[config.mk]
export PLATFORM = sky130hd
export DESIGN_NAME = hbg_phase_gate
export DESIGN_NICKNAME = d
export VERILOG_FILES = /design/src/rtl/hbg_pkg.sv /design/src/rtl/hbg_timebase.sv /design/src/rtl/hbg_leg.sv /design/src/rtl/hbg_phase_gate.sv
export SDC_FILE = /design/constraint.sdc
export NUM_CORES = 1
export LEC_CHECK = 0
export ABC_AREA = 1
export BUFFER_PORTS_ARGS = -buffer_cell sky130_fd_sc_hd__buf_4
export CORE_UTILIZATION = 25
export CTS_BUF_LIST = sky130_fd_sc_hd__clkbuf_4 sky130_fd_sc_hd__clkbuf_8
export CTS_CLUSTER_SIZE = 40
export DETAILED_ROUTE_END_ITERATION = 7
export PLACE_DENSITY = 0.36
export SETUP_SLACK_MARGIN = 0.4
export SYNTH_ARGS = -nofsm -noshare
export SYNTH_HDL_FRONTEND = slang
export SYNTH_SLANG_ARGS = --single-unit
[constraint.sdc]
create_clock -name clk -period 3.75 [get_ports clk]
set_input_delay 0.1875 -clock clk [delete_from_list [all_inputs] [get_ports clk]]
set_output_delay 0.1875 -clock clk [all_outputs]
set_load 0.005 [all_outputs]
[src/rtl/hbg_pkg.sv]
// hbg_pkg: shared types for the H-bridge gate generator.
// Assumes nothing beyond standard packed struct support.
package hbg_pkg;

    // Drive pair for one bridge leg: hi = top switch, lo = bottom switch.
    typedef struct packed {
        logic hi;
        logic lo;
    } leg_drive_t;

    // Leg index used in the generate loop of the top module.
    localparam int LEG_RIGHT = 0;
    localparam int LEG_LEFT  = 1;
    localparam int NUM_LEGS  = 2;

endpackage

[src/rtl/hbg_timebase.sv]
// hbg_timebase: free-running period counter with shadowed settings.
// Counts 0..per_q, wraps, and raises per_hit on the last count and
// cmp_hit when the count equals the clamped compare value. Settings are
// loaded while disabled and at each wrap only.
// Assumes period_in >= 1 for a meaningful waveform.
module hbg_timebase #(
    parameter int CNT_W  = 12,
    parameter int DEAD_W = 8
) (
    input  logic              clk,
    input  logic              rst_n,
    input  logic              en,
    input  logic [CNT_W-1:0]  period_in,
    input  logic [CNT_W-1:0]  compare_in,
    input  logic [DEAD_W-1:0] dead_in,
    output logic              per_hit,
    output logic              cmp_hit,
    output logic [DEAD_W-1:0] dead_q,
    output logic [CNT_W-1:0]  cnt,
    output logic [CNT_W-1:0]  per_q
);
    localparam logic [DEAD_W-1:0] DEAD_MIN = DEAD_W'(1);

    logic [CNT_W-1:0]  cmp_q;
    logic [CNT_W-1:0]  cmp_next;
    logic [DEAD_W-1:0] dead_next;
    logic              wrap;

    // Clamp the compare point to the period and the dead time to at least one.
    always_comb begin
        cmp_next  = (compare_in > period_in) ? period_in : compare_in;
        dead_next = (dead_in == '0) ? DEAD_MIN : dead_in;
    end

    assign wrap    = en && (cnt == per_q);
    assign per_hit = wrap;
    assign cmp_hit = en && (cnt == cmp_q);

    // Counter advance and shadow reload at wrap or while idle.
    always_ff @(posedge clk) begin
        if (!rst_n) begin
            cnt    <= '0;
            per_q  <= '0;
            cmp_q  <= '0;
            dead_q <= DEAD_MIN;
        end else if (!en || wrap) begin
            cnt    <= '0;
            per_q  <= period_in;
            cmp_q  <= cmp_next;
            dead_q <= dead_next;
        end else begin
            cnt <= cnt + 1'b1;
        end
    end
endmodule

[src/rtl/hbg_leg.sv]
// hbg_leg: break-before-make sequencer for one bridge leg.
// On evt the conducting switch is released at once and the partner is
// closed dead cycles later; both directions take the same path.
// FIRST_TOP picks which switch the first event after start closes.
// Assumes events are spaced further apart than the dead time.
module hbg_leg
    import hbg_pkg::*;
#(
    parameter int DEAD_W    = 8,
    parameter bit FIRST_TOP = 1'b0
) (
    input  logic              clk,
    input  logic              rst_n,
    input  logic              en,
    input  logic              evt,
    input  logic [DEAD_W-1:0] dead,
    output leg_drive_t        drive
);
    localparam logic [DEAD_W-1:0] ONE = DEAD_W'(1);

    logic              sel_top;
    logic [DEAD_W-1:0] dcnt;

    // Leg state: selected side, dead-time countdown and registered drive.
    always_ff @(posedge clk) begin
        if (!rst_n || !en) begin
            sel_top  <= ~FIRST_TOP;
            dcnt     <= '0;
            drive.hi <= 1'b0;
            drive.lo <= 1'b0;
        end else if (evt) begin
            sel_top  <= ~sel_top;
            dcnt     <= dead;
            drive.hi <= 1'b0;
            drive.lo <= 1'b0;
        end else if (dcnt != '0) begin
            dcnt <= dcnt - ONE;
            if (dcnt == ONE) begin
                drive.hi <= sel_top;
                drive.lo <= ~sel_top;
            end
        end
    end
endmodule

[src/rtl/hbg_phase_gate.sv]
// hbg_phase_gate: top of the phase-shifted H-bridge gate generator.
// The right leg flips on each period wrap, the left leg on each compare
// match; the compare offset sets the phase between legs.
// Assumes dead time is shorter than one counter period.
module hbg_phase_gate
    import hbg_pkg::*;
#(
    parameter int CNT_W  = 12,
    parameter int DEAD_W = 8
) (
    input  logic              clk,
    input  logic              rst_n,
    input  logic              enable,
    input  logic [CNT_W-1:0]  period_in,
    input  logic [CNT_W-1:0]  compare_in,
    input  logic [DEAD_W-1:0] dead_in,
    output logic              gate_tl,
    output logic              gate_bl,
    output logic              gate_tr,
    output logic              gate_br
);
    logic              per_hit;
    logic              cmp_hit;
    logic [DEAD_W-1:0] dead_q;
    logic [CNT_W-1:0]  cnt_w;
    logic [CNT_W-1:0]  per_w;
    logic [NUM_LEGS-1:0] leg_evt;
    leg_drive_t        leg_drv [NUM_LEGS];

    hbg_timebase #(.CNT_W(CNT_W), .DEAD_W(DEAD_W)) u_tb (
        .clk       (clk),
        .rst_n     (rst_n),
        .en        (enable),
        .period_in (period_in),
        .compare_in(compare_in),
        .dead_in   (dead_in),
        .per_hit   (per_hit),
        .cmp_hit   (cmp_hit),
        .dead_q    (dead_q),
        .cnt       (cnt_w),
        .per_q     (per_w)
    );

    assign leg_evt[LEG_RIGHT] = per_hit;
    assign leg_evt[LEG_LEFT]  = cmp_hit;

    // One sequencer per leg; right starts on bottom, left on top.
    for (genvar g = 0; g < NUM_LEGS; g++) begin : g_leg
        hbg_leg #(
            .DEAD_W   (DEAD_W),
            .FIRST_TOP(g == LEG_LEFT)
        ) u_leg (
            .clk  (clk),
            .rst_n(rst_n),
            .en   (enable),
            .evt  (leg_evt[g]),
            .dead (dead_q),
            .drive(leg_drv[g])
        );
    end

    assign gate_tl = leg_drv[LEG_LEFT].hi;
    assign gate_bl = leg_drv[LEG_LEFT].lo;
    assign gate_tr = leg_drv[LEG_RIGHT].hi;
    assign gate_br = leg_drv[LEG_RIGHT].lo;
endmodule

Yosys cells after proc, flatten, opt, wreduce, memory -nomap -nowiden. Index checks and enable logic that the tools add are counted.

Word-level logic and storage cells: 45. Bits of input ports: 35. Flip-flop bits (word level): 66.

Order comparisons: 1. Reduce and logical (&&, ||, !) cells: 16. Mux-type cells: 6. Add/subtract/negate cells: 3. Eq/ne operators: 4. Bitwise gates (word level): 3.

Operators with widths (count): 8-bit 2-to-1 mux (5); 12-bit == test (2); 8-bit by 1-bit == test with 1-bit output (second input constant) (2); 8-bit nonzero test (2); 8-bit by 1-bit subtractor with 8-bit output (second input constant) (2); 12-bit by 1-bit adder with 12-bit output (second input constant) (1); 12-bit > comparator (1); 12-bit 2-to-1 mux (1); 8-bit zero test (1); 2-bit OR reduction (3); 2-bit AND reduction (2); 2-bit nonzero test (2); 1-bit NOT (3); 1-bit logical AND (2); 1-bit zero test (2); 1-bit logical OR (2).

Logic depth before layout (Yosys ltp). Gate-level depths: netlist (run 1).

Depth after elaboration: 4. Mapped depth: 13. Mapped depth without buffers: 12.

By module. From an unflattened synthesis (run 1), not the netlist that was laid out.

Cells, all modules: 591. Area, all modules: 4007.6 um^2.

By module, submodules not included: hbg_timebase (sequential area each 880.8 um^2, cells each 387, instances 1, area each 2623.8 um^2); hbg_leg (g_leg[1].u_leg) (sequential area each 220.2 um^2, cells each 101, instances 1, area each 700.7 um^2); hbg_leg (g_leg[0].u_leg) (sequential area each 220.2 um^2, cells each 103, instances 1, area each 683.2 um^2).

Worst setup path before layout (run 1). OpenSTA, ideal clock, no wires.

Path kind: input port to flip-flop. Start: input port period_in[11]. End: register u_tb.cmp_q[0]. Path slack: 2219 ps. Stages on the path: 10. Setup time: 113 ps. Data arrival time: 1417 ps. Cell sequence: inv_1 -> ha_1 -> nand2_1 -> nor2_1 -> and2_1 -> nand3_1 -> clkbuf_1 -> a21oi_1 -> nor2_1 -> nor2_1.

Longest elaborated chain between the ends: 2.

RTL lines: start: declaration (RTL line hbg_phase_gate.sv:14) `input logic [CNT_W-1:0] period_in,`; 12-bit > comparator (RTL line hbg_timebase.sv:31) `cmp_next = (compare_in > period_in) ? period_in : compare_in;`; 12-bit 2-to-1 mux (RTL line hbg_timebase.sv:31); end signal: assignment (RTL line hbg_timebase.sv:49) `cmp_q <= cmp_next;`; end: declaration (RTL line hbg_timebase.sv:24) `logic [CNT_W-1:0] cmp_q;`.

Every way passes these cells. A chain may end at the register's enable or synchronous reset.

Worst setup path after layout (run 1).
Start: register u_tb.cnt[10]. End: register u_tb.cmp_q[1].

Longest elaborated chain between the ends: 3.

RTL lines: start: declaration (RTL line hbg_timebase.sv:19) `output logic [CNT_W-1:0] cnt,`; start signal: assignment (RTL line hbg_timebase.sv:52) `cnt <= cnt + 1'b1;`; 12-bit == test (RTL line hbg_timebase.sv:35) `assign wrap = en && (cnt == per_q);`; 1-bit logical AND (RTL line hbg_timebase.sv:35); 1-bit logical OR (RTL line hbg_timebase.sv:46) `end else if (!en || wrap) begin`.

Every way passes these cells.

==> impl_metrics.py, run 1 <==
metrics = {
    "routing": {
        "wire_per_inst_um": 12.1,
        "routed_via_density": 4.35,
        "vias": 3345,
        "wl_um": 9300,
        "first_pass_iters": 4,
        "drt_iter0_drc": 142,
        "ant_nets": 0,
        "drc": 0,
    },
    "cts": {
        "cts-buffers-inserted": 9,
        "cts_buffer_depth": 2,
        "htree_num_levels": 3,
        "root_buffer": "clkbuf_8",
        "cts_num_sinks": 66,
        "clock_latency_ns": 0.36,
        "ctsResizeCount": 0,
        "postCtsSetupRepairBufs": 0,
        "clkTransAtPathRegs_ns": 0.08,
        "cts_tree": "done",
        "postCtsHoldBufs": 0,
    },
    "floorplan": {
        "io_pins": 39,
        "core_sq_um": 14500,
        "initial_core_util_pct": 25.7,
        "die-area_sq_um": 15400,
        "die_w_um": 124,
        "die_height_um": 124,
        "core.rowCount": 44,
    },
    "logic_synthesis": {
        "synth_edf_count": 0,
        "syn_avg_cell_area_sq_um": 6.83,
        "synth_top_area_cell": "dfxtp_1",
        "yosysWarnings": 0,
        "synth_common_cells": "nand2_1 (107), nor2_1 (92), inv_1 (67)",
        "synth_area_sq_um": 3740,
        "syn_nets": 601,
        "synth_most_common_cell": "nand2_1",
        "synth.top_cells.by_area": "dfxtp_1 (35%), nand2_1 (11%), nor2_1 (9.2%)",
        "yosysSeqAreaShare_pct": 35.4,
        "netlist_instances": 547,
        "ys_ff_latch": 66,
        "ys_types": 32,
        "synth_async_sr_flop_share_pct": 0,
        "synthFlopType": "dfxtp_1",
        "yosysTopAreaCellShare_pct": 35.4,
    },
    "sta": {
        "finalCriticalPeriod_ns": 2.13,
        "finalHoldViolCount": 0,
        "fmax_mhz": 470,
        "setup_ws_ns": 1.62,
        "rsz0062_at_grt": "no",
        "relSlewSlack_pct": 47.8,
        "setup_violations": 0,
        "slew_violations": 0,
        "fin_worst_skew_ns": 0.00755,
        "tightest_slew_ns": 0.780,
        "tns_ns": 0,
        "period_share_pct": 56.8,
    },
    "placed_design": {
        "io_buffers": 38,
        "routabilityCongestion": 0.725,
        "postPlaceCellArea_sq_um": 4150,
        "dpl.cell_count": 753,
        "hpwl_um": 6910,
        "place_ws_ns": 1.44,
    },
    "final_layout": {
        "drive_gt1_share_pct": 11.8,
        "regArea_sq_um": 1320,
        "nFillCells": 1634,
        "final_cells": 769,
        "multiInputGateArea_sq_um": 2050,
        "layout.nets": 634,
        "syn2layout_area_growth_pct": 17.1,
        "antennaDiodeCount": 0,
        "final_cell_area_sq_um": 4380,
    },
    "hold_path": {
        "worstHoldPathType": "input port to register",
    },
    "power_and_ir_drop": {
        "swShare_pct": 36.5,
        "worst_ir_drop_vdd_uv": 199,
        "power_frac_seq_pct": 35.2,
        "p_clk_share_pct": 27.8,
        "p_comb_share_pct": 36.9,
        "p_switching_uw": 897,
        "powerDensity_nw_per_um2": 562,
        "power.internal_mw": 1.56,
        "leakagePower_nw": 1.99,
    },
    "global_routing": {
        "grt_usage_pct": 13.0,
        "grt_max_degree": 47,
        "grt-ovfl-total": 0,
        "grt_pass1_vias": 3303,
        "grt_pass1_wl_um": 16200,
        "antenna_found_initial": 0,
    },
    "worst_setup_path": {
        "path_class": "register to register",
        "worstPathArrival_ns": 2.39,
        "cp_data_required_time_ns": 4.01,
        "cp-start-kind": "register",
        "cp_max_fo": 46,
        "crit_path_end_kind": "register",
    },
    "flow_run": {
        "max-cap-violations": 0,
    },
    "status": {
        "status": "finished, final reports clean",
    },
}
-- critical path, stage by stage (launching register included) --
cell	delay (ns)
dfxtp_1	0.43
inv_2	0.07
nand2_1	0.06
nand2_1	0.05
nor2_1	0.12
nand2_1	0.09
nor2_2	0.17
nand2_2	0.08
nand2_2	0.21
buf_4	0.47
nand2_1	0.11
nor2_1	0.12
nor2_1	0.05
-- power by group through the flow --
stage | combinational (mW) | sequential [mW] | clock, mW
2_1_floorplan | 0.742 | 0.862 | 0
3_3_place_gp | 0.917 | 0.884 | 0
3_5_place_dp | 0.915 | 0.883 | 0
4_1_cts | 0.919 | 0.868 | 0.717
5_1_grt | 1.06 | 0.882 | 0.749
6_report | 0.909 | 0.867 | 0.685
-- area by class of cell --
| class | count | area share [%] |
|---|---|---|
| well taps | 184 | 5.26 |
| multi-input cells | 396 | 46.9 |
| clock buffers | 15 | 4.43 |
| repair buffers | 39 | 6.69 |
| inverters | 68 | 5.83 |
| clock inverters | 1 | 0.686 |
| flip-flops and latches | 66 | 30.2 |
-- cell usage in the layout, fill, tap and decap left out --
cell,count
nor2_2,1
nor3b_1,2
nor2_1,92
nor3_1,10
nand4_1,5
inv_1,67
clkbuf_4,2
bufinv_16,1
and2_1,1
o21ai_2,2
a21boi_0,11
o21ai_0,34
inv_2,1
o21ai_1,6
nand3_1,36
a21oi_2,6
or2_2,2
nand2_2,2
nand2_1,107
a21oi_1,30
ha_1,19
xnor2_1,11
clkbuf_8,13
buf_4,39
o21a_1,2
dfxtp_1,66
o31ai_1,2
xor2_1,10
nand3b_1,1
nor4_1,1
a211oi_1,3
-- cells by family (layout without fill, tap and decap cells) --
| kind of cell | count (synthesis) | count (layout) | share of synthesized area, % |
|---|---|---|---|
| buffers and inverters | 85 | 123 | 9.74 |
| and+or+nand+nor | 260 | 260 | 28.8 |
| adders and majority gates | 19 | 19 | 6.36 |
| AOI/OAI and AO/OA | 96 | 96 | 14.9 |
| DFF | 66 | 66 | 35.4 |
| xor gates and xnor gates | 21 | 21 | 4.92 |
-- state kept, by name, indices dropped and copies added (netlist names) --
name	count
g_leg.u_leg.dcnt	16
u_tb.cmp_q	12
u_tb.cnt	12
u_tb.per_q	12
u_tb.dead_q	8
g_leg.u_leg.drive	4
g_leg.u_leg.sel_top	2
-- routing by layer --
metal	track usage [%]	routed length (um)	share of wire, %	vias up
met4	6.80	212	2.3	0
met5	0	0	0	-
met3	2.36	287	3.1	13
li1	-	-	-	1814
met1	17.5	4750	51	1471
met2	19.7	4050	44	47
-- through the flow --
stage | util [%] | hold WS (ns) | total power, mW
after floorplan | - | 0.322 | 1.60
after global placement | 28.6 | 0.433 | 1.80
after detailed placement | 28.6 | 0.436 | 1.80
after CTS | 30.1 | 0.0380 | 2.50
after global routing | 30.1 | 0.0506 | 2.69
final | 30.1 | 0.0592 | 2.46
-- worst paths after layout --
kind	startpoint	to	slack, ns	depth (start not counted)
worst min-delay path	dead_in[4]	u_tb.dead_q[4]$_SDFFE_PN0P_	0.06	3
worst max-delay path	u_tb.cnt[10]$_SDFF_PP0_	u_tb.cmp_q[1]$_SDFFE_PN0P_	1.62	12
worst min register to register	g_leg[1].u_leg.drive[1]$_SDFFE_PP0P_	g_leg[1].u_leg.drive[1]$_SDFFE_PP0P_	0.46	2
worst max register to register	u_tb.cnt[10]$_SDFF_PP0_	u_tb.cmp_q[1]$_SDFFE_PN0P_	1.62	12
Note: power is estimated with default switching activity, not from simulation.
==> inputs of run 2 (changes only) <==
Settings changed: PLACE_DENSITY 0.36 to 0.38.
Clock period 3.75 ns to 1.8 ns, I/O delays scaled along.
==> run 2 against run 1 <==
Compared with the run above:
- clock power grew 66%
- hold slack worse by 0.048 ns
- combinational power rose to 2.8 times the previous value
- global-route usage increased by 0.43 points
- clock skew decreased by 0.0022 ns
- core utilization is 7.8 points higher
- register-to-register slack worse by 1.5 ns
- sequential share of layout area decreased by 5.7 points
- sequential power rose by 110%
- die area did not move
- wire length up 11%
- setup slack got worse by 1.5 ns
- critical path type unchanged
==> impl_metrics.py, run 2 (synthesized netlist as in run 1, its figures left out) <==
metrics = {
    "sta": {
        "fmax_mhz": 589,
        "relSlewSlack_pct": 68.8,
        "tightest_slew_ns": 0.468,
        "tns_ns": 0,
        "rsz0062_at_grt": "yes",
        "finalCriticalPeriod_ns": 1.70,
        "hold_ws_ns": 0.0113,
        "setup_violations": 0,
        "setup_ws_ns": 0.103,
        "finalHoldViolCount": 0,
        "slew_violations": 0,
        "fin_worst_skew_ns": 0.00534,
        "period_share_pct": 94.3,
    },
    "power_and_ir_drop": {
        "powerDensity_nw_per_um2": 988,
        "leakagePower_nw": 2.50,
        "power.internal_mw": 3.36,
        "swShare_pct": 38.4,
        "worst_ir_drop_vdd_uv": 568,
        "p_clk_share_pct": 20.9,
        "p_switching_mw": 2.09,
        "power_frac_seq_pct": 33.3,
        "p_comb_share_pct": 45.8,
        "finalPower_mw": 5.45,
    },
    "routing": {
        "ant_nets": 0,
        "first_pass_iters": 4,
        "wl_um": 10300,
        "vias": 3665,
        "wire_per_inst_um": 12.4,
        "drt_iter0_drc": 112,
        "drc": 0,
        "routed_via_density": 4.42,
    },
    "worst_setup_path": {
        "path_class": "register to register",
        "crit_path_end_kind": "register",
        "cp_max_fo": 5,
        "r2r_setup_slack_ns": 0.10,
        "cp-start-kind": "register",
        "cp_data_required_time_ns": 2.05,
        "worstPathArrival_ns": 1.95,
    },
    "hold_path": {
        "worstHoldPathType": "input port to register",
    },
    "floorplan": {
        "die-area_sq_um": 15400,
        "core_sq_um": 14500,
        "die_height_um": 124,
        "die_w_um": 124,
        "io_pins": 39,
        "initial_core_util_pct": 25.7,
        "core.rowCount": 44,
    },
    "global_routing": {
        "grt_pass1_wl_um": 16600,
        "grt-ovfl-total": 0,
        "grt_pass1_vias": 3583,
        "grt_max_degree": 33,
        "antenna_found_initial": 0,
        "grt_usage_pct": 13.4,
    },
    "final_layout": {
        "layout.nets": 697,
        "final_core_util_pct": 37.9,
        "final_cell_mix": "nand2_1 (86), nor2_1 (79), buf_4 (67)",
        "largest_register_ffs": 16,
        "final_cells": 830,
        "drive_gt1_share_pct": 33.7,
        "final_cell_area_sq_um": 5520,
        "regMostFlops": "g_leg.u_leg.dcnt",
        "antennaDiodeCount": 0,
        "syn2layout_area_growth_pct": 47.6,
        "nFillCells": 1556,
        "layout_commonest_cell": "nand2_1",
    },
    "cts": {
        "clock_latency_ns": 0.35,
        "cts_buffer_depth": 2,
        "htree_num_levels": 3,
        "clkTransAtPathRegs_ns": 0.07,
        "cts-buffers-inserted": 9,
        "cts_tree": "done",
        "cts_num_sinks": 66,
        "root_buffer": "clkbuf_8",
    },
    "placed_design": {
        "place_ws_ns": 0.0392,
        "routabilityCongestion": 0.766,
        "io_buffers": 38,
        "dpl.cell_count": 771,
        "postPlaceCellArea_sq_um": 4340,
        "hpwl_um": 7170,
    },
    "flow_run": {
        "max-cap-violations": 0,
    },
    "status": {
        "status": "finished, final reports clean",
    },
}
-- run 2: path summary, 6_finish.rpt --
path,from,to,depth (start not counted)
worst min register to register,u_tb.cnt[0]$_SDFF_PP0_,u_tb.cnt[0]$_SDFF_PP0_,1
worst max-delay path,u_tb.cnt[10]$_SDFF_PP0_,u_tb.cmp_q[0]$_SDFFE_PN0P_,13
worst max register to register,u_tb.cnt[10]$_SDFF_PP0_,u_tb.cmp_q[0]$_SDFFE_PN0P_,13
worst min-delay path,dead_in[0],u_tb.dead_q[0]$_SDFFE_PN1P_,3
-- run 2: power groups by stage --
stage	combinational, mW	sequential, mW	clock, mW
floorplan	1.58	1.80	0
global placement	2.02	1.84	0
detailed placement	2.04	1.84	0
CTS	2.40	1.81	1.19
global route	2.81	1.85	1.25
finish	2.50	1.82	1.14
-- run 2: area by class of cell --
| type | count | area [sq um] | share of cell area (%) |
|---|---|---|---|
| Sequential cell | 66 | 1350 | 24.5 |
| Clock buffer | 14 | 168 | 3.04 |
| Tap cell | 184 | 230 | 4.17 |
| Multi-Input combinational cell | 396 | 2440 | 44.2 |
| Timing Repair Buffer | 102 | 1050 | 19.0 |
| Inverter | 68 | 279 | 5.06 |
-- run 2: metal layers --
metal	wire length, um	track usage (%)
met5	0	0
met4	176	6.38
met3	303	2.32
met2	4950	22.3
met1	4890	16.8
-- run 2: critical path, cell delays in order (launching register included) --
cell and delay (ns):
dfxtp_4 0.38, inv_4 0.04, nand2_2 0.04, nand2_1 0.04, nor2_1 0.14, nand2_1 0.13, nor2_4 0.15, nand2_4 0.09
nand2_8 0.12, buf_12 0.14, clkbuf_16 0.15, nand2_4 0.04, nor2_2 0.09, nor2_1 0.04
-- run 2: repair_timing --
item,CTS,global route
pin swaps,40,43
gates cloned,5,2
hold buffers,12,0
setup buffers,20,6
resized for setup,77,75
endpoints found under the hold margin,12,0
setup endpoints to repair,66,66
